$ cat src/rtl/lmr_pkg.sv
package lmr_pkg;
  typedef enum logic [2:0] {
    ST_FETCH = 3'd0,
    ST_START = 3'd1,
    ST_LOAD  = 3'd2,
    ST_ON    = 3'd3,
    ST_GAP   = 3'd4
  } seq_state_t;
endpackage

$ cat src/rtl/lmr_frame_mem.sv
module lmr_frame_mem #(
  parameter int DEPTH = 20,
  parameter int WIDTH = 7,
  localparam int AW = $clog2(DEPTH)
) (
  input  logic             clk,
  input  logic             we,
  input  logic [AW-1:0]    waddr,
  input  logic [WIDTH-1:0] wdata,
  input  logic [AW-1:0]    raddr,
  output logic [WIDTH-1:0] rdata
);
  logic [WIDTH-1:0] mem [DEPTH];

  always_ff @(posedge clk) begin
    if (we) mem[waddr] <= wdata;
    rdata <= mem[raddr];
  end
endmodule

$ cat src/rtl/lmr_serializer.sv
module lmr_serializer #(
  parameter int W    = 28,
  parameter int HALF = 25,
  localparam int CW  = $clog2(HALF + 1),
  localparam int BW  = $clog2(W)
) (
  input  logic         clk,
  input  logic         rst,
  input  logic         start,
  input  logic [W-1:0] word,
  output logic         busy,
  output logic         done,
  output logic         sdo,
  output logic         sclk
);
  logic [W-1:0]  sreg;
  logic [CW-1:0] cnt;
  logic [BW-1:0] bitcnt;

  always_ff @(posedge clk) begin
    if (rst) begin
      sreg   <= '0;
      cnt    <= '0;
      bitcnt <= '0;
      busy   <= 1'b0;
      done   <= 1'b0;
      sdo    <= 1'b0;
      sclk   <= 1'b0;
    end else begin
      done <= 1'b0;
      if (!busy) begin
        if (start) begin
          busy   <= 1'b1;
          sreg   <= word;
          sdo    <= word[W-1];
          sclk   <= 1'b1;
          cnt    <= '0;
          bitcnt <= '0;
        end
      end else if (cnt == CW'(HALF - 1)) begin
        cnt <= '0;
        if (sclk) begin
          sclk <= 1'b0;
        end else if (bitcnt == BW'(W - 1)) begin
          busy <= 1'b0;
          done <= 1'b1;
          sdo  <= 1'b0;
        end else begin
          sclk   <= 1'b1;
          sreg   <= {sreg[W-2:0], 1'b0};
          sdo    <= sreg[W-2];
          bitcnt <= bitcnt + 1'b1;
        end
      end else begin
        cnt <= cnt + 1'b1;
      end
    end
  end

  // data must hold across the capture edge
  p_sdo_stable_r2: assert property (@(posedge clk) disable iff (rst)
    $fell(sclk) |-> $stable(sdo));

  // the shift clock only toggles when the divider count wraps
  p_sclk_hold_r3: assert property (@(posedge clk) disable iff (rst)
    (cnt != '0) |-> $stable(sclk));
endmodule

$ cat src/rtl/lmr_sequencer.sv
module lmr_sequencer
  import lmr_pkg::*;
#(
  parameter int CHARS = 4,
  parameter int ROWS  = 7,
  parameter int COLS  = 5,
  parameter int ON_W  = 16,
  localparam int W      = CHARS * ROWS,
  localparam int DEPTH  = CHARS * COLS,
  localparam int AW     = $clog2(DEPTH),
  localparam int COL_W  = $clog2(COLS),
  localparam int CHAR_W = $clog2(CHARS),
  localparam int FC_W   = $clog2(CHARS + 1)
) (
  input  logic            clk,
  input  logic            rst,
  input  logic [ON_W-1:0] on_time,
  output logic [AW-1:0]   rd_addr,
  input  logic [ROWS-1:0] rd_data,
  output logic            ser_start,
  output logic [W-1:0]    ser_word,
  input  logic            ser_done,
  output logic [COLS-1:0] col_drv
);
  seq_state_t        state;
  logic [COL_W-1:0]  col;
  logic [FC_W-1:0]   fcnt;
  logic              rd_pend;
  logic [CHAR_W-1:0] ridx;
  logic [W-1:0]      stage;
  logic [ON_W-1:0]   on_cnt;
  logic [ON_W-1:0]   on_len;

  always_comb begin
    rd_addr   = AW'(int'(col) * CHARS + int'(fcnt));
    ser_start = (state == ST_START);
    ser_word  = stage;
  end

  always_ff @(posedge clk) begin
    if (rst) begin
      state   <= ST_FETCH;
      col     <= '0;
      fcnt    <= '0;
      rd_pend <= 1'b0;
      ridx    <= '0;
      stage   <= '0;
      on_cnt  <= '0;
      on_len  <= '0;
      col_drv <= '0;
    end else begin
      rd_pend <= (state == ST_FETCH) && (fcnt < FC_W'(CHARS));
      ridx    <= CHAR_W'(fcnt);
      if (rd_pend) stage[int'(ridx)*ROWS +: ROWS] <= rd_data;
      unique case (state)
        ST_FETCH: begin
          if (fcnt < FC_W'(CHARS)) fcnt <= fcnt + 1'b1;
          else                     state <= ST_START;
        end
        ST_START: state <= ST_LOAD;
        ST_LOAD: begin
          if (ser_done) begin
            state   <= ST_ON;
            on_cnt  <= '0;
            on_len  <= (on_time == '0) ? ON_W'(1) : on_time;
            col_drv <= COLS'(1) << col;
          end
        end
        ST_ON: begin
          if (on_cnt == on_len - 1'b1) begin
            col_drv <= '0;
            state   <= ST_GAP;
          end else begin
            on_cnt <= on_cnt + 1'b1;
          end
        end
        ST_GAP: begin
          col   <= (col == COL_W'(COLS - 1)) ? '0 : col + 1'b1;
          fcnt  <= '0;
          state <= ST_FETCH;
        end
        default: state <= ST_FETCH;
      endcase
    end
  end

  // never more than one column lit
  p_strobe_onehot_r5: assert property (@(posedge clk) disable iff (rst)
    $onehot0(col_drv));

  // a strobe never rises outside the on phase
  p_strobe_in_on_r6: assert property (@(posedge clk) disable iff (rst)
    (col_drv != '0) |-> (state == ST_ON));
endmodule

$ cat src/rtl/led_col_refresher.sv
module led_col_refresher #(
  parameter int CHARS    = 4,
  parameter int ROWS     = 7,
  parameter int COLS     = 5,
  parameter int ON_W     = 16,
  parameter int HALF_DIV = 25
) (
  input  logic                     clk,
  input  logic                     rst,
  input  logic                     wr_en,
  input  logic [$clog2(CHARS)-1:0] wr_char,
  input  logic [$clog2(COLS)-1:0]  wr_col,
  input  logic [ROWS-1:0]          wr_rows,
  input  logic [ON_W-1:0]          on_time,
  input  logic                     blank_req,
  output logic                     sdo,
  output logic                     sclk,
  output logic [COLS-1:0]          col_drv,
  output logic                     blank_n
);
  localparam int W     = CHARS * ROWS;
  localparam int DEPTH = CHARS * COLS;
  localparam int AW    = $clog2(DEPTH);

  logic [AW-1:0]   waddr;
  logic            we;
  logic [AW-1:0]   rd_addr;
  logic [ROWS-1:0] rd_data;
  logic            ser_start;
  logic [W-1:0]    ser_word;
  logic            ser_done;
  logic            ser_busy;

  always_comb begin
    waddr = AW'(int'(wr_col) * CHARS + int'(wr_char));
    we    = wr_en && (int'(wr_col) < COLS);
  end

  lmr_frame_mem #(.DEPTH(DEPTH), .WIDTH(ROWS)) u_mem (
    .clk(clk), .we(we), .waddr(waddr), .wdata(wr_rows),
    .raddr(rd_addr), .rdata(rd_data)
  );

  lmr_sequencer #(.CHARS(CHARS), .ROWS(ROWS), .COLS(COLS), .ON_W(ON_W)) u_seq (
    .clk(clk), .rst(rst), .on_time(on_time), .rd_addr(rd_addr),
    .rd_data(rd_data), .ser_start(ser_start), .ser_word(ser_word),
    .ser_done(ser_done), .col_drv(col_drv)
  );

  lmr_serializer #(.W(W), .HALF(HALF_DIV)) u_ser (
    .clk(clk), .rst(rst), .start(ser_start), .word(ser_word),
    .busy(ser_busy), .done(ser_done), .sdo(sdo), .sclk(sclk)
  );

  always_ff @(posedge clk) begin
    if (rst) blank_n <= 1'b0;
    else     blank_n <= ~blank_req;
  end

  // strobes stay dark for the whole serial load
  p_no_strobe_shift_r4: assert property (@(posedge clk) disable iff (rst)
    ser_busy |-> (col_drv == '0));

  // blanking follows the request one cycle later
  p_blank_on_r7: assert property (@(posedge clk) disable iff (rst)
    blank_req |=> !blank_n);
  p_blank_off_r7: assert property (@(posedge clk) disable iff (rst)
    !blank_req |=> blank_n);
endmodule

$ cat config.mk
export PLATFORM = sky130hd
export DESIGN_NAME = led_col_refresher
export DESIGN_NICKNAME = d
export VERILOG_FILES = /design/src/rtl/lmr_pkg.sv /design/src/rtl/lmr_frame_mem.sv /design/src/rtl/lmr_serializer.sv /design/src/rtl/lmr_sequencer.sv /design/src/rtl/led_col_refresher.sv
export SDC_FILE = /design/constraint.sdc
export NUM_CORES = 1
export LEC_CHECK = 0
export BUFFER_PORTS_ARGS = -buffer_cell sky130_fd_sc_hd__buf_2
export CORE_MARGIN = 2
export CORE_UTILIZATION = 56
export DETAILED_ROUTE_END_ITERATION = 16
export PLACE_DENSITY = 0.85
export SETUP_SLACK_MARGIN = 0.05
export SYNTH_ARGS = -nofsm -noshare
export SYNTH_HDL_FRONTEND = slang
export SYNTH_SLANG_ARGS = --single-unit
$ cat constraint.sdc
create_clock -name clk -period 2.41 [get_ports clk]
set_clock_uncertainty 0.1 [all_clocks]
set_input_delay 0.482 -clock clk [delete_from_list [all_inputs] [get_ports clk]]
set_output_delay 0.482 -clock clk [all_outputs]
set_load 0.02 [all_outputs]
==> results of run 1 <==
-- routing by layer --
layer	track usage, %	vias to the layer above	share of wire [%]	routed length [µm]
met2	40.43	279	50	12540
li1	-	3525	-	-
met4	7.010	0	3.7	907
met3	3.197	65	5.6	1396
met5	0	-	0	0
met1	29.54	3709	40	10000
-- power by group --
part           internal (µW)  switching [µW]
Sequential              4970             226
Clock                   2770            1680
Combinational            793             805
-- cell usage after synthesis (all sizes together) (2+ instances only) --
cell type	n
o21ai	12
nor4	11
nand2	57
mux2	7
nand4b	3
a31oi	5
or3	6
nand3b	5
a211oi	28
o22ai	2
or4	5
mux2i	29
a22o	8
and3	6
nor2	105
inv	21
dfxtp	126
nor3	20
o211ai	3
ha	18
xnor2	8
nand3	15
a22oi	30
nor4b	4
o2111ai	10
nor2b	6
xor2	15
buf	15
nor3b	7
a2111o	9
clkbuf	35
mux4	42
nand4	8
and2	2
a41oi	2
nand2b	3
or2	5
a21oi	28
edfxtp	140
-- through the flow --
stage / setup TNS (ns) / utilization [%] / setup WS, ns / hold WS, ns
floorplan: -2.789 / - / -0.1975 / 0.3492
global placement: -5.369 / 61.83 / -0.2926 / 0.3598
detailed placement: -6.931 / 61.83 / -0.3990 / 0.3854
CTS: -7.002 / 67.12 / -0.3737 / 0.06931
global route: -10.82 / 67.70 / -0.5852 / 0.07699
finish: -8.192 / 67.70 / -0.4853 / 0.08354
-- repair_timing --
item / 4_1_cts / 5_1_grt
endpoints found under the setup margin: 24 / 30
setup buffers: 4 / 2
hold buffers: 1 / 0
pin swaps: 4 / 18
hold endpoints to repair: 1 / 0
resized for setup: 4 / 13
gates cloned: 0 / 2
-- worst max-delay path: stages (launching register included) --
cell	delay, ns
sky130_fd_sc_hd__dfxtp_2	0.32
sky130_fd_sc_hd__or4_4	0.57
sky130_fd_sc_hd__nor4b_4	0.34
sky130_fd_sc_hd__buf_4	0.18
sky130_fd_sc_hd__mux2i_1	0.23
sky130_fd_sc_hd__nor2_2	0.07
sky130_fd_sc_hd__o2bb2ai_4	0.20
sky130_fd_sc_hd__o21ai_4	0.12
sky130_fd_sc_hd__buf_12	0.17
sky130_fd_sc_hd__or4_1	0.41
sky130_fd_sc_hd__o21ai_1	0.12
-- state kept, by name, summed over array words and instances, names as in the netlist, 5 cells and up --
signal and count:
u_mem.rdata 7, u_seq.on_cnt 16, u_ser.bitcnt 5, u_ser.cnt 5, u_seq.col_drv 5, u_seq.on_len 16
u_mem.mem 140, u_seq.ser_word 28, u_ser.sreg 27
-- layout make-up --
type | count | area share [%]
inverter | 21 | 0.5963
multi-input combinational | 539 | 32.24
sequential | 266 | 50.94
clock inverter | 15 | 1.789
timing repair buffer | 110 | 6.455
clock buffer | 32 | 5.471
tap | 265 | 2.508
-- path summary, 6_finish.rpt --
check | start | end | slack (ns) | depth (start not counted)
hold / removal | on_time[6] | u_seq.on_len[6] | 0.08 | 3
hold reg to reg | u_ser.bitcnt[1] | u_ser.bitcnt[1] | 0.39 | 2
setup / recovery | u_seq.on_len[0] | u_seq.on_cnt[9] | -0.49 | 10
setup reg to reg | u_seq.on_len[0] | u_seq.on_cnt[9] | -0.49 | 10
-- cell families after synthesis --
family / after synthesis / share of synthesized area, %
AND/OR/NAND/NOR: 271 / 11.88
flip-flops: 266 / 60.08
AO/OA/AOI/OAI: 149 / 9.913
multiplexers: 78 / 11.75
buffers and inverters: 71 / 2.571
XOR/XNOR: 23 / 1.799
adder cells (fa/ha/maj): 18 / 2.012
==> results.md, run 1 <==
| Group | Parameter | Reported |
|:---|:---|:---|
| status | Run status | finished with violations |
| status | Violations in the final reports | setup timing |
| setup path | Crit Path Max Fanout | 8 |
| layout | Most common library cell in the layout ignoring fill and taps | sky130_fd_sc_hd__edfxtp_1 |
| clock tree | Cell at the root of the clock tree | sky130_fd_sc_hd__clkbuf_16 |
| synthesis | Biggest area consumer among synthesized cells | sky130_fd_sc_hd__edfxtp_1 |
| worst hold path | Worst min path class | in -> reg |
| synthesis | Mean post-synth cell area | 12.78 µm² |
| placed design | RePlAce Congestion | 0.8071 |
| layout | Proportion of layout cells with a drive suffix above 1 | 24.01% |
| run | Number of maximum-capacitance violations | 0 |
| sta | Transition time at the pin with the least slew margin | 0.9146 ns |
| pwr | Power Density | 850.5 mW/mm² |
| global routing | Number of antenna violations at the first check in global routing | 0 |
| detailed routing | Vias post-DR | 7578 |
| synthesis | Portion of the post-synthesis area used by sequential elements | 60.08% |
| layout | Post-layout net count | 1014 |
| sta | Crit path setup slack, layout | -0.4853 ns |
| detailed routing | Detailed-route DRC error count | 0 |
| layout | Multi-input gate area in the final layout | 0.004262 mm² |
| clock tree | Clock H-tree levels | 1 |
| layout | Final Non-Filler Cells | 1248 |
| synthesis | Post-synth EDFFs | 140 |
| floorplanning | Width of the chip | 145.4 µm |
| floorplanning | Placeable core region | 0.01953 mm² |
| synthesis | Number of register bits inferred by synthesis | 266 |
| detailed routing | Number of routed nets with antenna violations | 0 |
| synthesis | Share of the synthesized area in the top cell type | 37.55% |
| sta | Highest clock rate | 345.4 MHz |
| sta | Relative slew slack | 38.80% |
| layout | Sequential Area | 0.006734 mm² |
| layout | Filler cell count in the final layout | 1345 |
| layout | Antenna diode count | 0 |
| sta | Hold violation count in the final report | 0 |
| global routing | GRT Overall Usage | 22.89% |
| clock tree | Deepest clock path buffer count | 3 |
| global routing | Total global routing overflow | 0 |
| floorplanning | Starting Density | 57.34% |
| setup path | Worst setup EP type | register |
| floorplanning | Vertical die dimension | 145.4 µm |
| synthesis | Synth async-reset ratio | 0% |
| setup path | Kind of start point of the critical path | register |
| pwr | Worst-case vdd ir drop | 1033 µV |
| clock tree | Clock-pin slew on the worst setup and hold paths | 0.06 ns |
| placed design | Placement Cell Area | 0.01207 mm² |
| synthesis | Net count after synthesis | 926 |
| sta | RSZ-0062 raised after global routing | true |
| placed design | HPWL reported at the end of detailed placement | 15.43 mm |
| placed design | Placed Cells | 1192 |
| detailed routing | WL final | 24.85 mm |
| clock tree | Clock buffer count from CTS | 26 |
| detailed routing | DRT iter0 DRCs | 602 |
| synthesis | Main area contributors after synthesis | sky130_fd_sc_hd__edfxtp_1, sky130_fd_sc_hd__dfxtp_1, sky130_fd_sc_hd__mux4_2 |
| sta | Post-layout min period | 2.895 ns |
| layout | Highest-count cells in the layout ignoring fill and taps | sky130_fd_sc_hd__edfxtp_1, sky130_fd_sc_hd__dfxtp_1, sky130_fd_sc_hd__nor2_1 |
| floorplanning | Number of ports placed on the die boundary | 40 |
| clock tree | Source-to-sink clock delay at the later pin of the worst-skew pair | 0.54 ns |
| sta | Period Utilization, post-route | 120.1% |
| synthesis | Synthesized instance count | 876 |
| detailed routing | Length of the first detailed-routing pass in iterations | 5 |
| floorplanning | Total Die Area | 0.02114 mm² |
| sta | Final-report max-slew violation count | 0 |
| global routing | Largest net degree at the start of global routing | 86 |
| setup path | Worst setup path category | reg -> reg |
| global routing | Vias in the first global route | 7388 |
| detailed routing | Number of vias per cell after detailed routing | 6.072 |
| detailed routing | WL/cell | 19.91 µm |
| layout | Cell area after layout | 0.01322 mm² |
| floorplanning | Number of standard-cell rows in the floorplan | 51 |
| synthesis | Count of cell types in the netlist | 61 |
| setup path | Required time worst endpoint | 2.76 ns |
| clock tree | CTS tree | built |
| layout | Area Growth Syn to Fin | 18.07% |
| synthesis | Yosys synthesis warning count | 0 |
| synthesis | Prevailing post-synth register cell | sky130_fd_sc_hd__edfxtp_1 |
| placed design | Count of input and output buffers | 39 |
| pwr | Static leakage | 0.004619 µW |
| clock tree | CTS sink cnt | 266 |
| synthesis | Post-Synthesis Cell Area | 0.01120 mm² |
| pwr | Power Total | 11240 µW |
| global routing | Global-route wire length before repair | 38.85 mm |
| sta | Setup violators final | 23 |
| setup path | Arrival time worst endpoint | 3.24 ns |
Note: power is estimated with default switching activity, not from simulation.
==> run 2: changes to the inputs <==
Settings changed: CORE_ASPECT_RATIO set to 0.7.
==> results.md, run 2 (synthesized netlist as in run 1, its figures left out) <==
| Group | Parameter | Reported | Delta |
|:---|:---|:---|:---|
| status | Run status | finished with violations | unchanged |
| status | Violations in the final reports | setup timing | unchanged |
| detailed routing | WL final | 25.18 mm | was 24.85 mm |
| layout | Fraction of the core area covered by cells at the end of the flow | 66.02% | was 67.70% |
| layout | Filler cell count in the final layout | 1372 | was 1345 |
| setup path | Crit path max-delay family | simple AND/OR/NAND/NOR gates | unchanged |
| clock tree | CTS tree | built | unchanged |
| setup path | Crit-path max cell delay | 0.56 ns | was 0.57 ns |
| setup path | Required time worst endpoint | 2.76 ns | about the same |
| setup path | Arrival time worst endpoint | 3.11 ns | was 3.24 ns |
| detailed routing | Vias post-DR | 7622 | was 7578 |
| layout | Sequential Area | 0.006734 mm² | unchanged |
| floorplanning | Total Die Area | 0.02116 mm² | was 0.02114 mm² |
| floorplanning | Vertical die dimension | 122.3 µm | was 145.4 µm |
| placed design | RePlAce Congestion | 0.8527 | was 0.8071 |
| sta | Post-layout min period | 2.762 ns | was 2.895 ns |
| setup path | Critical path buffers and inverters | 1 | was 2 |
| setup path | Worst setup path category | reg -> reg | unchanged |
| setup path | Slowest stage cell, crit path | sky130_fd_sc_hd__or4_4 | unchanged |
| clock tree | Clock H-tree levels | 1 | unchanged |
| sta | Highest clock rate | 362.1 MHz | was 345.4 MHz |
| detailed routing | Length of the first detailed-routing pass in iterations | 5 | unchanged |
| global routing | Number of antenna violations at the first check in global routing | 0 | unchanged |
| layout | Number of flip-flops in the largest register | 140 | unchanged |
| floorplanning | Placeable core region | 0.01969 mm² | was 0.01953 mm² |
| clock tree | Source-to-sink clock delay at the later pin of the worst-skew pair | 0.52 ns | was 0.54 ns |
| layout | Most common library cell in the layout ignoring fill and taps | sky130_fd_sc_hd__edfxtp_1 | unchanged |
| layout | Largest register by flop count | u_mem.mem | unchanged |
| floorplanning | Starting Density | 56.86% | was 57.34% |
| floorplanning | Number of standard-cell rows in the floorplan | 43 | was 51 |
| worst hold path | Worst min path class | in -> reg | unchanged |
| clock tree | Deepest clock path buffer count | 3 | unchanged |
| detailed routing | DRT iter0 DRCs | 795 | was 602 |
| sta | Worst slack on hold paths | 0.09132 ns | was 0.08354 ns |
| sta | Setup violators final | 23 | unchanged |
| detailed routing | WL/cell | 20.24 µm | was 19.91 µm |
| global routing | GRT Overall Usage | 24.15% | was 22.89% |
| setup path | Crit Path Max Fanout | 30 | was 8 |
| setup path | Kind of start point of the critical path | register | unchanged |
| pwr | Power Density | 836.4 mW/mm² | was 850.5 mW/mm² |
| sta | Crit path setup slack, layout | -0.3516 ns | was -0.4853 ns |
| placed design | Count of input and output buffers | 39 | unchanged |
| setup path | Sequence of cells on the critical path | or4_4 > nor4b_4 > nor4b_1 > a311o_1 > o2bb2ai_4 > o21ai_2 > buf_12 > or3_1 > a21oi_2 | was or4_4 > nor4b_4 > buf_4 > mux2i_1 > nor2_2 > o2bb2ai_4 > o21ai_4 > buf_12 > or4_1 > o21ai_1 |
| pwr | Worst-case vdd ir drop | 693.9 µV | was 1033 µV |
| global routing | Vias in the first global route | 7354 | was 7388 |
| sta | RSZ-0062 raised after global routing | true | unchanged |
| sta | Period Utilization, post-route | 114.6% | was 120.1% |
| sta | Relative slew slack | 41.00% | was 38.80% |
| global routing | Largest net degree at the start of global routing | 60 | was 86 |
| floorplanning | Width of the chip | 173 µm | was 145.4 µm |
| layout | Highest-count cells in the layout ignoring fill and taps | sky130_fd_sc_hd__edfxtp_1, sky130_fd_sc_hd__dfxtp_1, sky130_fd_sc_hd__nor2_1 | unchanged |
| detailed routing | Number of vias per cell after detailed routing | 6.127 | was 6.072 |
| setup path | Reg2reg setup slack | -0.35 ns | was -0.49 ns |
| sta | Transition time at the pin with the least slew margin | 0.8818 ns | was 0.9146 ns |
| layout | Proportion of layout cells with a drive suffix above 1 | 23.00% | was 24.01% |
| floorplanning | Number of ports placed on the die boundary | 40 | unchanged |
| detailed routing | Detailed-route DRC error count | 0 | unchanged |
| layout | Antenna diode count | 0 | unchanged |
| sta | Final-report max-slew violation count | 0 | unchanged |
| run | Number of maximum-capacitance violations | 0 | unchanged |
| placed design | HPWL reported at the end of detailed placement | 16.55 mm | was 15.43 mm |
| clock tree | Cell at the root of the clock tree | sky130_fd_sc_hd__clkbuf_16 | unchanged |
| clock tree | Clock-pin slew on the worst setup and hold paths | 0.07 ns | was 0.06 ns |
| layout | Multi-input gate area in the final layout | 0.004238 mm² | was 0.004262 mm² |
| layout | Post-layout net count | 1006 | was 1014 |
| setup path | Worst setup EP type | register | unchanged |
| pwr | Static leakage | 0.004508 µW | was 0.004619 µW |
| clock tree | Clock buffer count from CTS | 24 | was 26 |
| detailed routing | Number of routed nets with antenna violations | 0 | unchanged |
| layout | Area Growth Syn to Fin | 16.12% | was 18.07% |
| sta | Hold violation count in the final report | 0 | unchanged |
| clock tree | CTS sink cnt | 266 | unchanged |
| global routing | Total global routing overflow | 0 | unchanged |
| global routing | Global-route wire length before repair | 39.99 mm | was 38.85 mm |
run 2: final timing paths:
check	start	endpoint	depth (start not counted)
setup / recovery	u_seq.on_len[1]	u_seq.on_cnt[6]	9
hold / removal	on_time[4]	u_seq.on_len[4]	2
setup reg to reg	u_seq.on_len[1]	u_seq.on_cnt[6]	9
hold reg to reg	u_ser.sreg[13]	u_ser.sreg[13]	2
run 2: layout make-up:
class                   count  area share (%)
well taps                 270           2.599
flip-flops and latches    266           51.80
clock inverters            15           1.492
clock buffers              29           5.082
multi-input cells         539           32.60
repair buffers            104           5.823
inverters                  21          0.6064
run 2: where the power goes:
group	switching [µW]	leakage (µW)	internal, µW
clock network	1660	0.000418	2400
logic	823	0.00181	792
registers	233	0.00228	4970
run 2: what timing repair did:
action | CTS | global route
endpoints found under the setup margin | 23 | 27
gates resized for setup | 1 | 10
gates cloned | 0 | 1
hold buffers | 1 | 0
pin swaps | 1 | 5
setup buffers | 1 | 2
hold endpoints to repair | 1 | 0
run 2: per-stage QoR:
step / worst slack, ns / total power [µW] / TNS [ns] / cells / instance area (µm²)
2_1_floorplan: -0.1975 / 6297 / -2.789 / 876 / 11220
3_3_place_gp: -0.2348 / 6794 / -4.276 / 1195 / 12040
3_5_place_dp: -0.3535 / 6876 / -6.576 / 1195 / 12040
4_1_cts: -0.3541 / 10920 / -6.704 / 1241 / 12920
5_1_grt: -0.4705 / 11270 / -9.380 / 1244 / 13000
6_report: -0.3516 / 10870 / -6.629 / 1244 / 13000
run 2: layer usage:
layer / GRT usage [%] / part of all wire, % / up-vias
li1: - / - / 3497
met1: 34.08 / 44 / 3759
met2: 39.03 / 46 / 315
met3: 4.089 / 7.9 / 51
met4: 7.203 / 2.7 / 0
met5: 0 / 0 / -
